$ cat config.mk
export PLATFORM = sky130hd
export DESIGN_NAME = mfc_align_top
export DESIGN_NICKNAME = d
export VERILOG_FILES = /design/src/rtl/mfc_pkg.sv /design/src/rtl/mfc_sysref_edge.sv /design/src/rtl/mfc_mf_counter.sv /design/src/rtl/mfc_phase_avg.sv /design/src/rtl/mfc_ctrl.sv /design/src/rtl/mfc_align_top.sv
export SDC_FILE = /design/constraint.sdc
export NUM_CORES = 1
export LEC_CHECK = 0
export BUFFER_PORTS_ARGS = -buffer_cell sky130_fd_sc_hd__buf_2
export CORE_MARGIN = 5
export CORE_UTILIZATION = 60
export DETAILED_ROUTE_END_ITERATION = 10
export PLACE_DENSITY = 0.8
export RECOVER_POWER = 100
export SETUP_SLACK_MARGIN = 0.3
export SLEW_MARGIN = 20
export SYNTH_ARGS = -nofsm -noshare
export SYNTH_HDL_FRONTEND = slang
export SYNTH_HIERARCHICAL = 1
export SYNTH_SLANG_ARGS = --single-unit
$ cat constraint.sdc
create_clock -name clk -period 4.7 [get_ports clk]
set_clock_uncertainty 0.1 [all_clocks]
set_input_delay 0.94 -clock clk [delete_from_list [all_inputs] [get_ports clk]]
set_output_delay 0.94 -clock clk [all_outputs]
set_load 0.01 [all_outputs]
$ cat src/rtl/mfc_pkg.sv
package mfc_pkg;
    typedef enum logic [1:0] {
        ST_IDLE   = 2'd0,
        ST_GATHER = 2'd1,
        ST_LOCKED = 2'd2
    } mfc_state_e;
endpackage

$ cat src/rtl/mfc_sysref_edge.sv
module mfc_sysref_edge (
    input  logic clk,
    input  logic rst_n,
    input  logic sysref_in,
    output logic edge_det
);
    logic samp_q;
    logic prev_q;

    always_ff @(posedge clk) begin
        if (!rst_n) begin
            samp_q <= 1'b0;
            prev_q <= 1'b0;
        end else begin
            samp_q <= sysref_in;
            prev_q <= samp_q;
        end
    end

    assign edge_det = samp_q & ~prev_q;

    // two detections can never be adjacent: a level yields one edge
    assert_single_edge_R2: assert property (@(posedge clk) disable iff (!rst_n)
        edge_det |=> !edge_det);
endmodule

$ cat src/rtl/mfc_mf_counter.sv
module mfc_mf_counter #(
    parameter int PERIOD = 32,
    parameter int CNT_W  = 5
) (
    input  logic             clk,
    input  logic             rst_n,
    input  logic             load,
    input  logic [CNT_W-1:0] shift,
    output logic [CNT_W-1:0] cnt,
    output logic             strobe
);
    localparam int SW = CNT_W + 2;
    localparam logic [CNT_W-1:0] LAST = CNT_W'(PERIOD - 1);

    logic [SW-1:0]    raw;
    logic [CNT_W-1:0] reload;

    always_comb begin
        raw = SW'(cnt) + SW'(PERIOD + 1) - SW'(shift);
        if (raw >= SW'(2 * PERIOD))
            reload = CNT_W'(raw - SW'(2 * PERIOD));
        else if (raw >= SW'(PERIOD))
            reload = CNT_W'(raw - SW'(PERIOD));
        else
            reload = CNT_W'(raw);
    end

    always_ff @(posedge clk) begin
        if (!rst_n)
            cnt <= '0;
        else if (load)
            cnt <= reload;
        else if (cnt == LAST)
            cnt <= '0;
        else
            cnt <= cnt + 1'b1;
    end

    assign strobe = (cnt == '0);

    assert_wrap_R1: assert property (@(posedge clk) disable iff (!rst_n)
        (!load && cnt == LAST) |=> cnt == '0);
    assert_strobe_pulse_R1: assert property (@(posedge clk) disable iff (!rst_n)
        (strobe && !load) |=> !strobe);
endmodule

$ cat src/rtl/mfc_phase_avg.sv
module mfc_phase_avg #(
    parameter int CNT_W = 5,
    parameter int SEL_W = 2
) (
    input  logic             clk,
    input  logic             rst_n,
    input  logic             clear,
    input  logic             take,
    input  logic [CNT_W-1:0] phase,
    input  logic [SEL_W-1:0] sel,
    output logic             last,
    output logic [CNT_W-1:0] avg
);
    localparam int MAX_LOG = (1 << SEL_W) - 1;
    localparam int ACC_W   = CNT_W + MAX_LOG;
    localparam int CW      = (MAX_LOG < 1) ? 1 : MAX_LOG;

    logic [ACC_W-1:0] acc_q;
    logic [ACC_W-1:0] sum;
    logic [CW-1:0]    seen_q;
    logic [CW-1:0]    goal;

    always_comb begin
        goal = CW'((1 << sel) - 1);
        sum  = acc_q + ACC_W'(phase);
        avg  = CNT_W'(sum >> sel);
        last = take && (seen_q == goal);
    end

    always_ff @(posedge clk) begin
        if (!rst_n || clear) begin
            acc_q  <= '0;
            seen_q <= '0;
        end else if (take) begin
            if (last) begin
                acc_q  <= '0;
                seen_q <= '0;
            end else begin
                acc_q  <= sum;
                seen_q <= seen_q + 1'b1;
            end
        end
    end

    assert_group_step_R8: assert property (@(posedge clk) disable iff (!rst_n)
        (take && !last && !clear) |=> seen_q == $past(seen_q) + 1'b1);
endmodule

$ cat src/rtl/mfc_ctrl.sv
module mfc_ctrl
    import mfc_pkg::*;
(
    input  logic clk,
    input  logic rst_n,
    input  logic edge_det,
    input  logic oneshot,
    input  logic arm_set,
    input  logic last,
    output logic take,
    output logic apply,
    output logic clear,
    output logic arm_q,
    output logic aligned_q
);
    mfc_state_e state_q;
    mfc_state_e state_d;

    assign take  = edge_det && (state_q == ST_GATHER) && !arm_set;
    assign apply = last;
    assign clear = arm_set || (state_q != ST_GATHER);

    always_ff @(posedge clk) begin
        if (!rst_n)
            state_q <= ST_IDLE;
        else
            state_q <= state_d;
    end

    always_comb begin
        state_d = state_q;
        unique case (state_q)
            ST_IDLE: begin
                if (arm_set || !oneshot)
                    state_d = ST_GATHER;
            end
            ST_GATHER: begin
                if (arm_set)
                    state_d = ST_GATHER;
                else if (apply)
                    state_d = oneshot ? ST_LOCKED : ST_GATHER;
                else if (oneshot && !arm_q)
                    state_d = ST_IDLE;
            end
            ST_LOCKED: begin
                if (arm_set || !oneshot)
                    state_d = ST_GATHER;
            end
            default: state_d = ST_IDLE;
        endcase
    end

    always_ff @(posedge clk) begin
        if (!rst_n) begin
            arm_q     <= 1'b0;
            aligned_q <= 1'b0;
        end else begin
            if (arm_set)
                arm_q <= 1'b1;
            else if (apply && oneshot)
                arm_q <= 1'b0;
            if (arm_set)
                aligned_q <= 1'b0;
            else if (apply)
                aligned_q <= 1'b1;
        end
    end

    assert_arm_clears_R7: assert property (@(posedge clk) disable iff (!rst_n)
        (apply && oneshot) |=> !arm_q);
    assert_sticky_sets_R9: assert property (@(posedge clk) disable iff (!rst_n)
        apply |=> aligned_q);
    assert_idle_holds_R7: assert property (@(posedge clk) disable iff (!rst_n)
        (state_q != ST_GATHER) |-> !apply);
endmodule

$ cat src/rtl/mfc_align_top.sv
module mfc_align_top #(
    parameter int OCTETS_PER_FRAME = 8,
    parameter int FRAMES_PER_MF    = 32,
    parameter int OCTETS_PER_CLK   = 8,
    parameter int AVG_SEL_W        = 2
) (
    input  logic                 clk,
    input  logic                 rst_n,
    input  logic                 sysref_in,
    input  logic                 cfg_arm_set,
    input  logic                 cfg_oneshot,
    input  logic [AVG_SEL_W-1:0] cfg_avg_sel,
    output logic                 arm_status,
    output logic                 aligned_sticky,
    output logic [$clog2(OCTETS_PER_FRAME*FRAMES_PER_MF/OCTETS_PER_CLK)-1:0] phase_value,
    output logic                 phase_nonzero,
    output logic                 mf_strobe
);
    localparam int PERIOD = OCTETS_PER_FRAME * FRAMES_PER_MF / OCTETS_PER_CLK;
    localparam int CNT_W  = $clog2(PERIOD);

    logic             edge_det;
    logic             take;
    logic             apply;
    logic             clear;
    logic             last;
    logic [CNT_W-1:0] cnt;
    logic [CNT_W-1:0] avg;

    mfc_sysref_edge u_edge (
        .clk      (clk),
        .rst_n    (rst_n),
        .sysref_in(sysref_in),
        .edge_det (edge_det)
    );

    mfc_mf_counter #(.PERIOD(PERIOD), .CNT_W(CNT_W)) u_cnt (
        .clk   (clk),
        .rst_n (rst_n),
        .load  (apply),
        .shift (avg),
        .cnt   (cnt),
        .strobe(mf_strobe)
    );

    mfc_phase_avg #(.CNT_W(CNT_W), .SEL_W(AVG_SEL_W)) u_avg (
        .clk  (clk),
        .rst_n(rst_n),
        .clear(clear),
        .take (take),
        .phase(cnt),
        .sel  (cfg_avg_sel),
        .last (last),
        .avg  (avg)
    );

    mfc_ctrl u_ctrl (
        .clk      (clk),
        .rst_n    (rst_n),
        .edge_det (edge_det),
        .oneshot  (cfg_oneshot),
        .arm_set  (cfg_arm_set),
        .last     (last),
        .take     (take),
        .apply    (apply),
        .clear    (clear),
        .arm_q    (arm_status),
        .aligned_q(aligned_sticky)
    );

    always_ff @(posedge clk) begin
        if (!rst_n) begin
            phase_value   <= '0;
            phase_nonzero <= 1'b0;
        end else if (edge_det) begin
            phase_value   <= cnt;
            phase_nonzero <= (cnt != '0);
        end
    end

    assert_phase_capture_R3: assert property (@(posedge clk) disable iff (!rst_n)
        edge_det |=> phase_value == $past(cnt));
    assert_load_on_edge_R5: assert property (@(posedge clk) disable iff (!rst_n)
        apply |-> edge_det);
endmodule

# After elaboration in Yosys (flattened, before gate mapping)
# Cells that the tools add are included.
dict set report word_totals {
  reg_bits 28
  inputBits 7
  output_inout_bits 9
  wordCells 65
}
dict set report classes {
  addsub 8
  magnitude_cmp 2
  eq_ne 7
  shifts 2
  mux 14
  bitwise 3
  reduce_logical 19
}
# operator count
set op_table {}
lappend op_table {{$mux 5} 4}
lappend op_table {{$mux 2} 5}
lappend op_table {{$sub 5x1->5 const B} 2}
lappend op_table {{$add 8x5->8} 1}
lappend op_table {{$mux 8} 1}
lappend op_table {{$shr 8x2->5} 1}
lappend op_table {{$add 5x6->7 const B} 1}
lappend op_table {{$ge 7x6->1 const B} 1}
lappend op_table {{$ge 7x7->1 const B} 1}
lappend op_table {{$sub 7x5->7} 1}
lappend op_table {{$add 5x1->5 const B} 1}
lappend op_table {{$eq 5x5->1 const B} 1}
lappend op_table {{$logic_and 1x1->1} 5}
lappend op_table {{$logic_not 5->1} 1}
lappend op_table {{$reduce_bool 5->1} 1}
lappend op_table {{$logic_not 1->1} 4}
lappend op_table {{$ne 2x1->1 const B} 2}
lappend op_table {{$ne 4x3->1 const B} 1}
lappend op_table {{$pmux 2 s2} 1}
lappend op_table {{$reduce_or 2->1} 2}
lappend op_table {{$add 3x1->3 const B} 1}
lappend op_table {{$eq 3x3->1} 1}
lappend op_table {{$logic_or 1x1->1} 3}
lappend op_table {{$mux 3} 1}
lappend op_table {{10 further kinds} 12}

# Depth between registers and ports, before layout
# Gate-level depths: netlist of the first run.
dict set report depth {
  ltp_word 8
  ltp_mapped 16
  depth_no_buf 16
}

# Cells and area by module
# Netlist of the first run, hierarchy kept.
# mod n_inst cells_each area_each_um2 seq_area_each_um2
set by_module_without_submodules {}
lappend by_module_without_submodules {mfc_phase_avg 1 115 952.2 220.2}
lappend by_module_without_submodules {mfc_mf_counter 1 49 439.2 100.1}
lappend by_module_without_submodules {mfc_align_top 1 21 234.0 120.1}
lappend by_module_without_submodules {mfc_ctrl 1 20 180.2 80.1}
lappend by_module_without_submodules {mfc_sysref_edge 1 5 66.3 40.0}

# Worst setup path before layout of the first run
# OpenSTA, ideal clock, no wires.
dict set report synth_path {
  path_kind {register to register}
  startpoint {reg u_cnt.cnt[0]}
  endpoint {reg u_cnt.cnt[3]}
  t_arrival_ns 2.995
  slack_ns 1.487
  path_stages_with_launch 17
  path_buffers 0
  period_less_slack_ns 3.213
  cell_sequence {dfxtp_1 -> ha_1 -> inv_1 -> fa_1 -> nand2b_1 -> a21oi_1 -> xor2_1 -> mux2i_1 -> a21oi_1 -> ha_1 -> inv_1 -> ha_1 -> inv_1 -> fa_1 -> xnor2_1 -> a22oi_1 -> nor2b_1}
}
dict set report synth_via {
  elab_chain_len 7
  elab_cells_between_ends 14
  classes_between {add/sub (6); order compare (2); eq/ne (1); shift (1); mux (4)}
}
# item line
set synth_lines {}
lappend synth_lines {{start: declaration} mfc_mf_counter.sv:9} ;# output logic [CNT_W-1:0] cnt,
lappend synth_lines {{start signal: assignment} mfc_mf_counter.sv:32} ;# cnt <= reload;
lappend synth_lines {{start signal: assignment} mfc_mf_counter.sv:36} ;# cnt <= cnt + 1'b1;
lappend synth_lines {{$add 8x5->8 *} mfc_phase_avg.sv:25} ;# sum = acc_q + ACC_W'(phase);
lappend synth_lines {{$shr 8x2->5 *} mfc_phase_avg.sv:26} ;# avg = CNT_W'(sum >> sel);
lappend synth_lines {{via avg[1]} mfc_align_top.sv:28} ;# logic [CNT_W-1:0] avg;
lappend synth_lines {{$sub 7x5->7 *} mfc_mf_counter.sv:19} ;# raw = SW'(cnt) + SW'(PERIOD + 1) - SW'(shift);
lappend synth_lines {{$ge 7x6->1 / $sub 5x1->5 (equally long branches)} {mfc_mf_counter.sv:22, mfc_mf_counter.sv:21, mfc_mf_counter.sv:23}}
lappend synth_lines {{$mux 5} mfc_mf_counter.sv:22} ;# else if (raw >= SW'(PERIOD))
lappend synth_lines {{$mux 5 *} mfc_mf_counter.sv:20} ;# if (raw >= SW'(2 * PERIOD))
lappend synth_lines {{$mux 5 *} mfc_mf_counter.sv:31} ;# else if (load)
# Mark *: on every way through the listed nets, which the timed path passes. The rest lies on a longest branch.
# A chain may end at the register's enable or synchronous reset.

# Worst setup path after layout of the first run
# Ends and elaborated chain as after synthesis.

==> flow_summary.ini, run 1 <==
[synthesis]
synth-seq-cells = 28
syn_area_sq_mm = 0.00187
ys_types = 49
async_flop_share_pct = 0
syn-mean-instance-area_sq_um = 8.91
yosys_warnings = 6
synthFlopType = dfxtp_1
synth_nets = 235
netlist_instances = 210
synth_edf_count = 0
ys_seq_area_share_pct = 29.9

[setup_path]
reg2reg_depth = 16
crit_slowest_cell = dfxtp_1
worstPathCellList = ha_1, inv_1, fa_1, nand2b_1, a21oi_1, xor2_1, mux2i_1, a21oi_1, ha_1, inv_1, ha_1, inv_1, fa_1, xnor2_1, a22oi_1, nor2b_1
max_stage_delay_ns = 0.49
critPathKind = flop to flop
r2r_start = u_cnt/cnt[0]
worst_ep_required_time_ns = 4.88
cp-startpoint = u_cnt/cnt[0]
endpoint_kind = flop
timing.critical_path.buf_inv = 3
critPathTopFamily = adder cells
cp.arrival_ns = 3.72
path_max_fanout = 8
worstReg2RegEnd = u_cnt/cnt[3]
start_kind = flop
regToRegSetupSlack_ns = 1.17

[min_path]
holdPathEnd = u_avg/acc_q[0]
whs_path_depth = 2
hp-class = flop to flop
hold_start = u_avg/acc_q[0]

[timing]
worst_slew_pin_slew_ns = 1.12
max_slew_margin_pct = 25.2
tns_ns = 0
min_period_over_period_pct = 75.2
fmax_mhz = 283
hold_viol = 0
slew_viol_final = 0
rsz0062_at_grt = no
period_needed_ns = 3.53
finalSetupViolations = 0
holdWs_ns = 0.383

[clock_tree]
numClockSinks = 28
root_buffer = clkbuf_4
htreeDepth = 1
cts_setup_buffers = 0
clk_pin_slew_worst_paths_ns = 0.15
cts_tree = built
cts_made_buffers = 3
insertion_delay_ns = 0.33
clock_path_buffers = 2
cts.repair.resized = 0
cts.hold.buffers_added = 0

[route]
vias_per_cell = 5.61
wl_per_cell_um = 13.4
routed_wl_um = 3530
drtIter0Drc = 45
drc = 0
firstDrtPassIters = 4
antenna_left = 0
num_vias = 1480

[die]
num_io_pins = 16
die_h_um = 65.9
placementRows = 20
dieWidth_um = 65.9
die_area_sq_mm = 0.00434
start_util_pct = 61.8
core_sq_mm = 0.00303

[power_and_ir_drop]
swShare_pct = 24.9
p_comb_share_pct = 15.7
p_int_mw = 0.366
p_leak_nw = 0.764
vdd_drop_max_uv = 195
p_total_mw = 0.487
seqPwrFrac_pct = 51.7
p_clk_share_pct = 32.6
switching_power_mw = 0.121
power_density_mw_per_mm2 = 247

[layout]
layout_commonest_cell = dfxtp_1
area_growth_syn_to_layout_pct = 5.15
nNetsFinal = 246
final_cell_mix = dfxtp_1, inv_1, a21oi_1, ha_1, nand2_1
drive_gt1_share_pct = 7.27
final_cells = 264
fillers = 269
n_antenna_cell = 0

[placed_design]
placedCellCount = 260
io_buffer_count = 15
gp_congestion = 0.914
dpl.hpwl_um = 2640

[status]
status = complete, no violations

[grt]
antenna_found_initial = 0
grt_usage_pct = 18.3
grt_max_degree = 20
grt_pass1_vias = 1370
grt-ovfl-total = 0
grt_pass1_wl_um = 6260

[flow_run]
maxCapViolations = 0
==> worst max path at each step <==
stage / slack, ns / endpoint / cells after the start
after CTS: 1.20 / u_cnt/cnt[3] / 16
after global placement: 1.30 / u_cnt/cnt[4] / 14
after global routing: 0.91 / u_cnt/cnt[3] / 16
after floorplan: 1.49 / u_cnt/cnt[3] / 16
after detailed placement: 1.24 / u_cnt/cnt[3] / 16
final: 1.17 / u_cnt/cnt[3] / 16
==> tightest hold or removal path, stage by stage, from the launching register on <==
cell and delay (ns):
dfxtp_1 0.34, nand2_1 0.06, a21oi_1 0.05
==> sequential cells by signal (all words and copies together) (netlist names) <==
name / flops
phase_nonzero: 1
phase_value: 5
u_avg/acc_q: 8
u_avg/seen_q: 3
u_cnt/cnt: 5
u_ctrl/aligned_q: 1
u_ctrl/arm_q: 1
u_ctrl/state_q: 2
u_edge/prev_q: 1
u_edge/samp_q: 1
==> stage by stage <==
step / setup slack [ns] / utilization, % / instance area [sq um]
after CTS: 1.20 / 66.0 / 2000
after global routing: 0.910 / 65.0 / 1970
after detailed placement: 1.24 / 64.3 / 1950
final: 1.17 / 65.0 / 1970
after floorplan: 1.49 / - / 1870
after global placement: 1.30 / 64.3 / 1950
==> power groups by stage <==
stage	combinational (mW)	clock, mW	sequential, mW
2_1_floorplan	0.0612	0	0.256
3_3_place_gp	0.0771	0	0.257
3_5_place_dp	0.0790	0	0.257
4_1_cts	0.0795	0.162	0.252
5_1_grt	0.0866	0.173	0.253
6_report	0.0764	0.158	0.252
==> logic make-up after synthesis <==
| kind of cell | count (synthesis) | synth area share (%) |
|---|---|---|
| compound gates | 41 | 14.5 |
| xor+xnor | 12 | 5.62 |
| fa+ha+maj | 18 | 12.8 |
| buf+inv | 29 | 7.02 |
| flops | 28 | 29.9 |
| mux | 10 | 8.02 |
| simple gates | 72 | 22.1 |
==> per-layer routing <==
metal  global-route usage [%]  routed length (um)  part of all wire (%)  up-vias
met5                        0                   0                     0        -
met4                     6.22                  40                   1.1        0
met3                     2.72                  98                   2.8        5
met2                     29.8                1650                    47       19
met1                     24.6                1740                    49      708
li1                         -                   -                     -      748
==> cell usage after synthesis, types with 3 or more instances <==
cell	number	share of area (%)
clkbuf_1	3	0.60
buf_2	3	0.80
ha_1	16	11
inv_1	20	4.0
nor2b_1	12	4.0
nand2_1	15	3.0
xor2_1	3	1.4
dfxtp_1	28	30
a31oi_1	3	1.0
mux2i_1	6	3.2
nor2_1	8	1.6
a21oi_1	20	5.3
nand3_1	9	2.4
mux4_2	3	3.6
xnor2_1	9	4.2
nand3b_1	3	1.2
nor3_1	4	1.1
nand2b_1	3	1.0
==> area by class of cell <==
cell class	count	area, sq um	share of cell area (%)
inverters	20	75.1	3.81
clock buffers	3	22.5	1.14
multi-input cells	153	1160	59.2
flip-flops and latches	28	561	28.5
repair buffers	15	60.1	3.05
clock inverters	1	30.0	1.53
well taps	44	55.1	2.80
Power figures use the tool's default switching activity.
==> run 2, diff against run 1 <==
ABC_AREA = 1   (was unset)
CORE_UTILIZATION = 54   (was 60)
PLACE_DENSITY = 0.76   (was 0.8)
clock period = 2.9 ns   (was 4.7 ns; I/O delays follow)
==> flow_summary.ini, run 2 <==
[status]
status = complete, no violations

[synthesis]
yosysMostFrequentCell = nand2_1
synth_top_cell_area_share_pct = 28.0
synth_edf_count = 0
synth_area_leaders = dfxtp_1, nand2_1, ha_1
syn_area_sq_mm = 0.00200
ys_types = 33
synth-seq-cells = 28
synth_nets = 331
netlist_instances = 306
synth_top_area_cell = dfxtp_1
syn-mean-instance-area_sq_um = 6.55
ys_seq_area_share_pct = 28.0
synthTopCellsByCount = nand2_1, inv_1, nand3_1
async_flop_share_pct = 0
yosys_warnings = 6
synthFlopType = dfxtp_1

[placed_design]
dp_slack_ns = 0.00659
io_buffer_count = 15
gp_congestion = 0.909
postPlaceCellArea_sq_mm = 0.00215
placedCellCount = 368
dpl.hpwl_um = 3330

[die]
num_io_pins = 16
die_area_sq_mm = 0.00503
dieWidth_um = 70.9
die_h_um = 70.9
placementRows = 22
core_sq_mm = 0.00363
start_util_pct = 55.1

[grt]
grt_pass1_wl_um = 7810
grt_max_degree = 17
antenna_found_initial = 0
grt-ovfl-total = 0
grt_pass1_vias = 1806
grt_usage_pct = 18.9

[layout]
register_area_sq_um = 569
reg_top3 = u_avg/acc_q x8, phase_value x5, u_cnt/cnt x5
drive_gt1_share_pct = 17.2
stdcell_area_sq_mm = 0.00232
regMostFlops = u_avg/acc_q
nNetsFinal = 352
final_cell_mix = nand2_1, inv_1, nand3_1, nor2_1, dfxtp_1
area_growth_syn_to_layout_pct = 15.8
final_cells = 374
multiInputGateArea_sq_mm = 0.00132
n_antenna_cell = 0
layout_commonest_cell = nand2_1
fillers = 354
largest_reg_flops = 8

[clock_tree]
htreeDepth = 1
numClockSinks = 28
root_buffer = clkbuf_8
cts_made_buffers = 3
cts_tree = built
clk_pin_slew_worst_paths_ns = 0.10
insertion_delay_ns = 0.28
cts.hold.buffers_added = 0
clock_path_buffers = 2

[route]
wl_per_cell_um = 11.9
antenna_left = 0
firstDrtPassIters = 4
vias_per_cell = 5.16
routed_wl_um = 4440
num_vias = 1930
drtIter0Drc = 77
drc = 0

[setup_path]
critPathKind = flop to flop
worst_ep_required_time_ns = 3.02
start_kind = flop
endpoint_kind = flop
path_max_fanout = 3
cp.arrival_ns = 2.96

[power_and_ir_drop]
p_int_mw = 0.618
p_leak_nw = 1.10
seqPwrFrac_pct = 47.4
p_comb_share_pct = 19.7
swShare_pct = 28.2
vdd_drop_max_uv = 247
p_clk_share_pct = 32.8
power_density_mw_per_mm2 = 371
switching_power_mw = 0.243

[timing]
period_needed_ns = 2.84
max_slew_margin_pct = 68.8
fin_ws_ns = 0.0614
slew_viol_final = 0
fmax_mhz = 352
min_period_over_period_pct = 97.9
hold_viol = 0
holdWs_ns = 0.329
tns_ns = 0
rsz0062_at_grt = yes
finalSetupViolations = 0
worst_slew_pin_slew_ns = 0.468

[flow_run]
maxCapViolations = 0

[min_path]
hp-class = flop to flop
==> run 2: cell types whose count changed in the layout (fill, tap and decap cells not counted), moves of 7 or more <==
cell	previous run	this run
nand3_1	9	28
inv_1	20	46
nor2_1	8	25
xnor2_1	9	0
nand3_2	0	7
nand2_1	15	84
nor2b_1	12	0
==> run 2: logic make-up (layout without fill, tap and decap cells) <==
| group | Yosys count | count (layout) | share of synthesized area (%) |
|---|---|---|---|
| and+or+nand+nor | 162 | 162 | 35.0 |
| buffers and inverters | 59 | 79 | 12.3 |
| AOI/OAI and AO/OA | 34 | 34 | 10.1 |
| DFF | 28 | 28 | 28.0 |
| adders and majority gates | 18 | 18 | 12.0 |
| xor gates and xnor gates | 5 | 5 | 2.56 |
==> run 2: through the flow <==
| stage | power [mW] | util, % |
|---|---|---|
| after floorplan | 0.533 | - |
| after global placement | 0.570 | 59.3 |
| after detailed placement | 0.573 | 59.3 |
| after CTS | 0.855 | 61.4 |
| after global routing | 0.913 | 63.8 |
| final | 0.861 | 63.8 |
==> run 2: worst max-delay path: stages (launching register included) <==
cell	delay, ns
dfxtp_4	0.37
ha_4	0.14
inv_2	0.03
fa_2	0.36
inv_2	0.08
nand3_2	0.07
a21o_1	0.21
nand3_2	0.08
nand3_2	0.05
nand2_1	0.06
ha_1	0.22
inv_1	0.06
ha_2	0.18
inv_2	0.04
fa_2	0.35
xnor2_2	0.16
nand2_1	0.08
a21oi_2	0.13
==> run 2: cell type report <==
type | count | share of cell area (%)
clock buffers | 4 | 2.86
inverters | 54 | 8.79
multi-input cells | 219 | 56.7
flip-flops and latches | 28 | 24.5
well taps | 48 | 2.59
repair buffers | 21 | 4.53
==> run 2: worst paths after layout <==
| check | from | endpoint | slack [ns] | cells after the start |
|---|---|---|---|---|
| hold / removal | u_edge/samp_q | u_edge/prev_q | 0.33 | 2 |
| setup reg to reg | u_cnt/cnt[0] | u_cnt/cnt[3] | 0.06 | 17 |
| hold reg to reg | u_edge/samp_q | u_edge/prev_q | 0.33 | 2 |
| setup / recovery | u_cnt/cnt[0] | u_cnt/cnt[3] | 0.06 | 17 |
==> run 2: routing by layer <==
metal | routed length (um) | track usage [%] | vias to the layer above
met2 | 2200 | 32.1 | 27
met1 | 2080 | 24.7 | 888
met4 | 59 | 5.64 | 0
li1 | - | - | 1008
met5 | 0 | 0 | -
met3 | 96 | 2.84 | 7
==> run 2: repair_timing <==
item | 4_1_cts | 5_1_grt
pin swaps | 0 | 3
buffers inserted | 1 | 1
setup endpoints to repair | 3 | 4
gates resized for setup | 2 | 14
==> run 2: power by group through the flow <==
stage / Combinational, mW / Clock [mW] / Sequential, mW
2_1_floorplan: 0.113 / 0 / 0.420
5_1_grt: 0.193 / 0.309 / 0.411
6_report: 0.170 / 0.283 / 0.408
3_5_place_dp: 0.155 / 0 / 0.418
3_3_place_gp: 0.152 / 0 / 0.418
4_1_cts: 0.159 / 0.288 / 0.408
==> run 3, diff against run 2 <==
PLACE_DENSITY = 0.88   (was 0.76)
==> flow_summary.ini, run 3 (synthesis gave the netlist of run 2 again) <==
[layout]
nNetsFinal = 360
area_growth_syn_to_layout_pct = 19.1
final_util_pct = 65.6
multiInputGateArea_sq_mm = 0.00132
largest_reg_flops = 8
layout_commonest_cell = nand2_1
n_antenna_cell = 0
register_area_sq_um = 571
stdcell_area_sq_mm = 0.00238
fillers = 334
regMostFlops = u_avg/acc_q
final_cell_mix = nand2_1, inv_1, nand3_1, nor2_1, dfxtp_1
drive_gt1_share_pct = 21.3
reg_top3 = u_avg/acc_q x8, phase_value x5, u_cnt/cnt x5

[placed_design]
io_buffer_count = 15
dp_slack_ns = -0.0110
dpl.hpwl_um = 3450
gp_congestion = 0.927
postPlaceCellArea_sq_mm = 0.00216

[power_and_ir_drop]
p_clk_share_pct = 31.7
power_density_mw_per_mm2 = 371
p_comb_share_pct = 22.2
p_leak_nw = 1.13
seqPwrFrac_pct = 46.0
switching_power_mw = 0.254
vdd_drop_max_uv = 357
swShare_pct = 28.7
p_int_mw = 0.631

[grt]
grt-ovfl-total = 0
grt_max_degree = 17
grt_pass1_vias = 2005
grt_usage_pct = 20.4
grt_pass1_wl_um = 8420
antenna_found_initial = 0

[setup_path]
worst_ep_required_time_ns = 2.98
reg2reg_depth = 17
cp.arrival_ns = 2.94
endpoint_kind = flop
critPathKind = flop to flop
start_kind = flop
path_max_fanout = 3

[timing]
slew_viol_final = 0
min_period_over_period_pct = 98.5
finalSetupViolations = 0
tns_ns = 0
rsz0062_at_grt = yes
period_needed_ns = 2.86
worst_slew_pin_slew_ns = 0.737
fin_ws_ns = 0.0431
holdWs_ns = 0.328
max_slew_margin_pct = 50.9
hold_viol = 0
fmax_mhz = 350

[route]
antenna_left = 0
firstDrtPassIters = 4
routed_wl_um = 4910
drtIter0Drc = 132
num_vias = 2028
wl_per_cell_um = 12.8
vias_per_cell = 5.31
drc = 0

[die]
die_area_sq_mm = 0.00503
num_io_pins = 16
core_sq_mm = 0.00363
dieWidth_um = 70.9
die_h_um = 70.9
start_util_pct = 55.1
placementRows = 22

[clock_tree]
numClockSinks = 28
root_buffer = clkbuf_8
clk_pin_slew_worst_paths_ns = 0.10
htreeDepth = 1
insertion_delay_ns = 0.28
cts.hold.buffers_added = 0
clock_path_buffers = 2
cts_made_buffers = 3
cts_tree = built

[status]
status = complete, no violations

[flow_run]
maxCapViolations = 0

[min_path]
whs_path_depth = 2
hp-class = flop to flop
==> run 3: metal layers <==
layer  share of wire, %  GRT usage (%)
met4                3.0           8.35
met2                 51           35.8
met3                4.3           3.27
met5                  0              0
met1                 42           24.6
==> run 3: path summary, 6_finish.rpt <==
check,startpoint,endpoint,slack [ns]
setup / recovery,u_cnt/cnt[0],u_cnt/cnt[2],0.04
hold reg to reg,u_edge/samp_q,u_edge/prev_q,0.33
hold / removal,u_edge/samp_q,u_edge/prev_q,0.33
setup reg to reg,u_cnt/cnt[0],u_cnt/cnt[2],0.04
==> run 3: power by group through the flow <==
stage | clock network (mW) | logic (mW) | registers, mW
2_1_floorplan | 0 | 0.113 | 0.420
3_3_place_gp | 0 | 0.153 | 0.417
3_5_place_dp | 0 | 0.157 | 0.418
4_1_cts | 0.282 | 0.182 | 0.408
5_1_grt | 0.307 | 0.221 | 0.409
6_report | 0.281 | 0.197 | 0.407
==> run 3: area by class of cell <==
| type | instances | share of cell area [%] |
|---|---|---|
| repair buffers | 29 | 6.93 |
| flip-flops and latches | 28 | 23.9 |
| clock buffers | 4 | 2.78 |
| multi-input cells | 219 | 55.2 |
| inverters | 54 | 8.66 |
| well taps | 48 | 2.52 |
==> run 3: repair_timing <==
item,in CTS,in global routing
pin swaps,9,8
buffers inserted,4,5
setup endpoints to repair,3,3
resized for setup,19,6
==> run 3: through the flow <==
step	power (mW)	instances
6_report	0.885	382
5_1_grt	0.937	382
4_1_cts	0.872	377
3_5_place_dp	0.575	369
3_3_place_gp	0.570	369
2_1_floorplan	0.533	306
==> run 3: worst max-delay path: stages, from the launching register on <==
cell     delay [ns]
dfxtp_4        0.38
ha_4           0.13
inv_2          0.03
fa_2           0.36
inv_2          0.08
nand3_2        0.08
a21o_1         0.22
nand3_2        0.10
nand3_2        0.07
nand2_2        0.10
ha_4           0.21
inv_4          0.05
ha_4           0.12
inv_2          0.03
fa_2           0.52
inv_2          0.03
nand2_1        0.05
a21oi_1        0.07
